$ cat config.mk
export PLATFORM = sky130hd
export DESIGN_NAME = sem_cell
export DESIGN_NICKNAME = d
export VERILOG_FILES = /design/src/rtl/sem_cell_pkg.sv /design/src/rtl/sem_cell_decode.sv /design/src/rtl/sem_cell_count.sv /design/src/rtl/sem_cell_waitmask.sv /design/src/rtl/sem_cell.sv
export SDC_FILE = /design/constraint.sdc
export NUM_CORES = 1
export LEC_CHECK = 0
export ABC_AREA = 1
export BUFFER_PORTS_ARGS = -buffer_cell sky130_fd_sc_hd__buf_2
export CORE_UTILIZATION = 40
export DETAILED_ROUTE_END_ITERATION = 10
export SYNTH_ARGS = -nofsm -noshare
export SYNTH_HDL_FRONTEND = slang
export SYNTH_SLANG_ARGS = --single-unit
export TNS_END_PERCENT = 10
$ cat constraint.sdc
create_clock -name clk -period 6.5 [get_ports clk]
set_input_delay 1.3 -clock clk [delete_from_list [all_inputs] [get_ports clk]]
set_output_delay 1.3 -clock clk [all_outputs]
set_load 0.05 [all_outputs]
$ cat src/rtl/sem_cell_pkg.sv
package sem_cell_pkg;
  // View codes shared with the neighbouring FIFO cells
  localparam logic [3:0] VIEW_RAW     = 4'd0;
  localparam logic [3:0] VIEW_CTRL    = 4'd1;
  localparam logic [3:0] VIEW_EF_WAIT = 4'd2;
  localparam logic [3:0] VIEW_EF_POLL = 4'd3;
  localparam logic [3:0] VIEW_PV_WAIT = 4'd4;
  localparam logic [3:0] VIEW_PV_POLL = 4'd5;

  typedef enum logic [2:0] {
    OP_NONE,
    OP_PEEK,
    OP_TAKE_WAIT,
    OP_TAKE_POLL,
    OP_GIVE
  } sem_op_e;
endpackage

$ cat src/rtl/sem_cell_decode.sv
module sem_cell_decode
  import sem_cell_pkg::*;
(
  input  logic       valid_i,
  input  logic       write_i,
  input  logic [3:0] view_i,
  output sem_op_e    op_o
);
  always_comb begin
    op_o = OP_NONE;
    if (valid_i) begin
      unique case (view_i)
        VIEW_RAW:     op_o = write_i ? OP_NONE : OP_PEEK;
        VIEW_PV_WAIT: op_o = write_i ? OP_GIVE : OP_TAKE_WAIT;
        VIEW_PV_POLL: op_o = write_i ? OP_GIVE : OP_TAKE_POLL;
        default:      op_o = OP_NONE; // control, empty/full, unused
      endcase
    end
  end
endmodule

$ cat src/rtl/sem_cell_count.sv
module sem_cell_count #(
  parameter int CNT_W = 16
) (
  input  logic             clk,
  input  logic             rst_n,
  input  logic             take_i,
  input  logic             give_i,
  output logic [CNT_W-1:0] cnt_o,
  output logic             zero_o
);
  localparam logic [CNT_W-1:0] CNT_MAX = {CNT_W{1'b1}};

  logic [CNT_W-1:0] cnt_q;

  always_ff @(posedge clk) begin
    if (!rst_n) begin
      cnt_q <= '0;
    end else if (give_i) begin
      if (cnt_q != CNT_MAX) cnt_q <= cnt_q + 1'b1;
    end else if (take_i) begin
      if (cnt_q != '0) cnt_q <= cnt_q - 1'b1;
    end
  end

  assign cnt_o  = cnt_q;
  assign zero_o = (cnt_q == '0);
endmodule

$ cat src/rtl/sem_cell_waitmask.sv
module sem_cell_waitmask #(
  parameter int THREADS = 8,
  parameter int TID_W   = 3
) (
  input  logic               clk,
  input  logic               rst_n,
  input  logic               park_i,
  input  logic [TID_W-1:0]   tid_i,
  input  logic               release_i,
  output logic [THREADS-1:0] mask_o,
  output logic [THREADS-1:0] wake_o
);
  logic [THREADS-1:0] mask_q;
  logic [THREADS-1:0] wake_q;

  for (genvar t = 0; t < THREADS; t++) begin : g_thread
    always_ff @(posedge clk) begin
      if (!rst_n) begin
        mask_q[t] <= 1'b0;
        wake_q[t] <= 1'b0;
      end else begin
        wake_q[t] <= release_i & mask_q[t];
        if (release_i)
          mask_q[t] <= 1'b0;
        else if (park_i && tid_i == TID_W'(t))
          mask_q[t] <= 1'b1;
      end
    end
  end

  assign mask_o = mask_q;
  assign wake_o = wake_q;
endmodule

$ cat src/rtl/sem_cell.sv
module sem_cell
  import sem_cell_pkg::*;
#(
  parameter int THREADS = 8,
  parameter int CNT_W   = 16,
  parameter int DATA_W  = 32,
  parameter int TID_W   = (THREADS > 1) ? $clog2(THREADS) : 1
) (
  input  logic               clk,
  input  logic               rst_n,
  input  logic               req_valid,
  input  logic               req_write,
  input  logic [3:0]         req_view,
  input  logic [TID_W-1:0]   req_tid,
  input  logic [DATA_W-1:0]  req_wdata,
  output logic               rsp_valid,
  output logic [DATA_W-1:0]  rsp_data,
  output logic               rsp_stall,
  output logic [THREADS-1:0] wake
);
  sem_op_e            op;
  logic [CNT_W-1:0]   cnt_q;
  logic               cnt_zero;
  logic [THREADS-1:0] wait_mask;
  logic               take, give, park;
  logic               shows_count;

  // release carries no payload
  logic unused_wdata;
  assign unused_wdata = ^req_wdata;

  sem_cell_decode u_decode (
    .valid_i (req_valid),
    .write_i (req_write),
    .view_i  (req_view),
    .op_o    (op)
  );

  assign take        = (op == OP_TAKE_WAIT) || (op == OP_TAKE_POLL);
  assign give        = (op == OP_GIVE);
  assign park        = (op == OP_TAKE_WAIT) && cnt_zero;
  assign shows_count = take || (op == OP_PEEK);

  sem_cell_count #(.CNT_W(CNT_W)) u_count (
    .clk    (clk),
    .rst_n  (rst_n),
    .take_i (take),
    .give_i (give),
    .cnt_o  (cnt_q),
    .zero_o (cnt_zero)
  );

  sem_cell_waitmask #(.THREADS(THREADS), .TID_W(TID_W)) u_wait (
    .clk       (clk),
    .rst_n     (rst_n),
    .park_i    (park),
    .tid_i     (req_tid),
    .release_i (give),
    .mask_o    (wait_mask),
    .wake_o    (wake)
  );

  always_ff @(posedge clk) begin
    if (!rst_n) begin
      rsp_valid <= 1'b0;
      rsp_stall <= 1'b0;
      rsp_data  <= '0;
    end else begin
      rsp_valid <= req_valid;
      rsp_stall <= park;
      rsp_data  <= shows_count ? DATA_W'(cnt_q) : '0;
    end
  end
endmodule

**Yosys cells after proc, flatten, opt, wreduce, memory -nomap -nowiden**

Cells that the tools add are included.

- $add $sub $neg: 2
- Multiply operators: 0
- Divide/modulo/power cells: 0
- Order comparisons: 0
- Equality and inequality tests: 15
- Shift operators: 0
- Multiplexer cells: 9
- Bitwise gates (word level): 9
- Reduce and logical (&&, ||, !) cells: 20

Operator list:

| operator | count |
|---|---|
| $mux W16 | 4 |
| $add A16 B1 Y16 const B | 1 |
| $logic_not A16 Y1 | 1 |
| $ne A16 B16 Y1 const B | 1 |
| $reduce_bool A16 Y1 | 1 |
| $sub A16 B1 Y16 const B | 1 |
| $eq A3 B3 Y1 const B | 5 |
| $eq A3 B2 Y1 const B | 4 |
| $logic_and A1 B1 Y1 | 9 |
| $mux W3 | 3 |
| $pmux W3 S3 | 1 |
| $and A1 B1 Y1 | 8 |
| $eq A4 B3 Y1 const B | 2 |
| $eq A3 B1 Y1 const B | 2 |
| $logic_not A4 Y1 | 1 |
| $reduce_bool A2 Y1 | 2 |
| $logic_not A3 Y1 | 1 |
| $reduce_and A3 Y1 | 1 |
| $logic_or A1 B1 Y1 | 2 |
| $ne A2 B2 Y1 const B | 1 |
| $reduce_and A2 Y1 | 1 |
| $reduce_or A2 Y1 | 1 |
| $mux W1 | 1 |
| $not A1 Y1 | 1 |

- Register bits after elaboration: 66
- Latch bits: 0
- Memory bits (writable): 0
- Bits in read-only memories: 0
- Input port bits: 43
- Logic and storage cells: 76
- Memories kept: 0

**Longest topological paths before layout**

- Depth after elaboration: 7
- Depth in mapped cells: 15
- Mapped depth without buffers: 15

**Hierarchy**

A second synthesis with hierarchy kept.

- Cell total of the unflattened synthesis: 456
- Area, all modules: 2954.1 um^2

Modules (own cells, without submodules):

| module | instances | cells an instance | area each (um^2) |
|---|---|---|---|
| sem_cell_count | 1 | 295 | 1651.6 |
| sem_cell | 1 | 84 | 720.7 |
| sem_cell_waitmask | 1 | 62 | 520.5 |
| sem_cell_decode | 1 | 15 | 61.3 |

**Worst setup path before layout**

Ideal clock, no wire load.

- Path type: input-to-reg
- Start point: input req_view[1]
- End point: register u_count.cnt_q[11], in the netlist u_count.cnt_o[11]
- Data arrival time: 2863 ps
- Required time: 6385 ps
- Path slack: 3522 ps
- Stages: 10
- Buffers on the path: 0
- Path through: nor2_4 > nand4_4 > ha_1 > or2_2 > nand3_1 > nand2_1 > nand2_1 > a21o_1 > nand3_1 > and2_1

- Cells in the longest elaborated chain, start to end: 7
- Elaborated cells on any way between the ends: 14
- Those cells by class: eq/ne: 6; mux: 3; reduce/logical: 5

RTL lines:

| item | line | RTL |
|---|---|---|
| from (decl) | sem_cell.sv:13 | `input logic [3:0] req_view,` |
| $eq A4 B3 Y1 / $logic_not A4 Y1 (equally long branches) | sem_cell_decode.sv:12 | `unique case (view_i)` |
| $pmux W3 S3 * | sem_cell_decode.sv:12 |  |
| $mux W3 * | sem_cell_decode.sv:11 | `if (valid_i) begin` |
| $eq A3 B2 Y1 | sem_cell.sv:39 | `assign take = (op == OP_TAKE_WAIT) \|\| (op == OP_TAKE_POLL);` |
| $logic_or A1 B1 Y1 | sem_cell.sv:39 |  |
| $reduce_bool A2 Y1 (no line) | -- |  |
| $reduce_and A3 Y1 (no line) | -- |  |
| to (signal assigned) | sem_cell_count.sv:19 | `if (cnt_q != CNT_MAX) cnt_q <= cnt_q + 1'b1;` |
| to (signal assigned) | sem_cell_count.sv:21 | `if (cnt_q != '0) cnt_q <= cnt_q - 1'b1;` |
| to (decl) | sem_cell_count.sv:13 | `logic [CNT_W-1:0] cnt_q;` |

Every way passes the cells marked *; elsewhere a longest branch is shown, timed or not.
A chain may end at the register's enable or synchronous reset.

**Worst setup path after layout**

- Start point: input req_view[1]
- End point: register u_count.cnt_q[9], in the netlist u_count.cnt_o[9]

The elaborated chain is that of the path after synthesis.

==> results.md <==
- Crit path max fanout: 19
- Via/cell ratio: 4.83
- CP arrival: 3.30 ns
- Number of diodes: 0
- Cell mode on critical path: nand2_1
- Vias: 2448
- Post_cts resized: 0
- Num rows: 29
- CP cell instances: buf_2, nor2_4, nand4_4, ha_1, or2_2, nand3_1, nand2_1, nand2_1, nand3_1, nand2_1, nand2_1, nor2_1, nor2_1
- Cells after synthesis: 392
- Yosys warns: 0
- DIE WIDTH: about 85 um
- Outcome: finished, final reports clean
- Longest Clk Path Bufs: 2
- First-pass GRT wire length: 9680 um
- H-Tree Depth: 2
- Vias in the first global route: ~2100
- Delay of the slowest critical-path stage: roughly 0.44 ns
- Clock period minus final worst setup slack: 3.11 ns
- Starting Density: 0.425
- Count of different cell masters after synthesis: 32
- Antenna violations before repair: 0
- Overflow after GRT: 0
- Most frequent cells in the layout: nand2_1, inv_1, nor2_1, dfxtp_1, buf_2
- Initial DRC Count: 109
- PD cells: roughly 210 mW/mm^2
- Family with the most delay on the worst path: simple AND/OR/NAND/NOR gates
- Core Box Area: 0.00649 sq mm
- Critical Path RT: between 6 and 7 ns
- Crit path depth: 13
- Worst-Skew Late Latency: 0.29 ns
- Die ar.: around 0.0072 sq mm
- Setup-failing EPs final: 0
- Final total power: around 0.64 mW
- CP Launch Type: input port
- Slew Viols, Final: 0
- Highest-delay cell along the critical path: ha_1
- Maximum VDD drop: 0.0862 mV
- FF-to-FF path depth: 12
- Hpwl dp: 4600 um
- Slew margin rel.: 0.597
- Hold crit path type: reg -> reg
- Largest net degree at the start of global routing: 20
- Routed wire length: approximately 6000 um
- Most used DFF post-synth: dfxtp_1
- TritonRoute pass-1 iters: 4
- Die Y: 85.1 um
- Yosys reg bits: 50
- Fin util: 0.466
- Clock sink count: 50
- RD Place Congestion: 0.815
- Post-synth EDFFs: 0
- Max Cap Violations: 0
- Bufs and invs on worst path: 1
- Pleak: 1.50 nW
- Fin nets: 488
- # DRC: 0
- Post-Syn Area: 0.00276 sq mm
- Setup Buffers After CTS: 0
- Sequential share of the synthesized area: 0.363
- Fraction of layout cells with a size suffix above 1: 0.121
- Hold Buf Count CTS: 0
- WL/cell: 11.6 um
- TNS Setup: 0 ns
- Global-route usage over all layers: 0.167
- Period utilisation layout: 0.479
- CTS clock-pin slew for the worst setup and hold paths: ~0.09 ns
- Endpoint class of the critical path: register
- CTS tree: yes
- Worst-Margin Slew: 0.603 ns
- Cells on Worst Hold Path: 2
- Mapped Avg Cell Area: 7.04 sq um
- RSZ-0062 raised after global routing: false
- Port Buffer Count: 36
- Post-synth ARST share: 0
- DP Area: 0.00293 sq mm
- Clock root cell: clkbuf_8
- Area growth from synthesis to layout: 9.70%
- Final Hold Viols: 0
- Design Area, Final: ~0.0030 sq mm
- Commonest non-fill, non-tap cell in the layout: nand2_1
- Setup Crit Path Kind: in -> reg
- Post-Route Skew: 0.00705 ns
- Highest Clock Rate: between 0.3 and 0.4 GHz
- Top Ports: 85
- Routed Antenna Nets: 0
- CTS buffer count: 5
[state kept, by name (all words and copies together), names as in the netlist]
| register | flops |
|---|---|
| rsp_data | 16 |
| rsp_stall | 1 |
| rsp_valid | 1 |
| u_count.cnt_o | 16 |
| u_wait.mask_o | 8 |
| u_wait.wake_o | 8 |
[final timing paths]
check / startpoint / slack (ns) / endpoint
worst max-delay path: req_view[1] / 3.39 / u_count.cnt_o[9]
worst min register to register: u_wait.mask_o[4] / 0.45 / u_wait.wake_o[4]
worst max register to register: u_count.cnt_o[0] / 4.53 / u_count.cnt_o[14]
worst min-delay path: u_wait.mask_o[4] / 0.45 / u_wait.wake_o[4]
[worst register-to-register path: cells and delay by family, from the launching register on]
family / cells / cell delay [ns]
buffers and inverters: 3 / 0.22
adders and majority gates: 1 / 0.48
DFF: 1 / 0.40
and+or+nand+nor: 8 / 0.78
[cell usage after synthesis, types with 2 or more instances]
master     n  area, sq um
nor2_1    50          188
inv_1     55          206
o21ai_0    6         30.0
xnor2_1    2         17.5
buf_6      2         22.5
nor3_1    14         70.1
nor2_4     2         22.5
nor4_1     3         18.8
o21bai_1   2         15.0
buf_4     17          128
o21ai_1    2         10.0
dfxtp_1   50         1000
ha_1      15          188
a21oi_1   32          160
nand2_1   84          315
buf_2      2         10.0
xor2_1     5         43.8
nand3_1   27          135
nand4_1    9         56.3
[power by group]
part	switching (mW)	internal (mW)
clock	0.0973	0.0857
combinational	0.101	0.0430
sequential	0.00582	0.311
total	0.204	0.439
[logic make-up (layout without fill, tap and decap cells)]
group	count (synthesis)	after routing	synth area share
AOI/OAI and AO/OA	44	44	0.0834
DFF	50	50	0.363
and+or+nand+nor	195	195	0.317
other	1	16	0.00136
buffers and inverters	79	102	0.138
adders and majority gates	16	16	0.0752
xor gates and xnor gates	7	7	0.0222
[through the flow]
stage          instances  hold WS (ns)  worst slack, ns
2_1_floorplan        407         0.424             3.52
3_3_place_gp         499         0.434             3.08
3_5_place_dp         499         0.438             3.05
4_1_cts              507         0.452             3.39
5_1_grt              507         0.473             3.20
6_report             507         0.447             3.39
[per-layer routing]
layer,GRT usage,up-vias,part of all wire
met3,0.0243,4,0.043
met2,0.279,55,0.45
li1,-,1293,-
met5,0,-,0
met4,0.0508,0,0.0095
met1,0.223,1096,0.49
[area by class of cell]
type | count | area, sq um
clock buffers | 6 | 82.6
clock inverters | 2 | 12.5
fillers | 692 | 3470
inverters | 58 | 220
multi-input cells | 278 | 1440
flip-flops and latches | 50 | 1000
well taps | 77 | 96.3
repair buffers | 36 | 180
(Power assumes the default switching activity.)
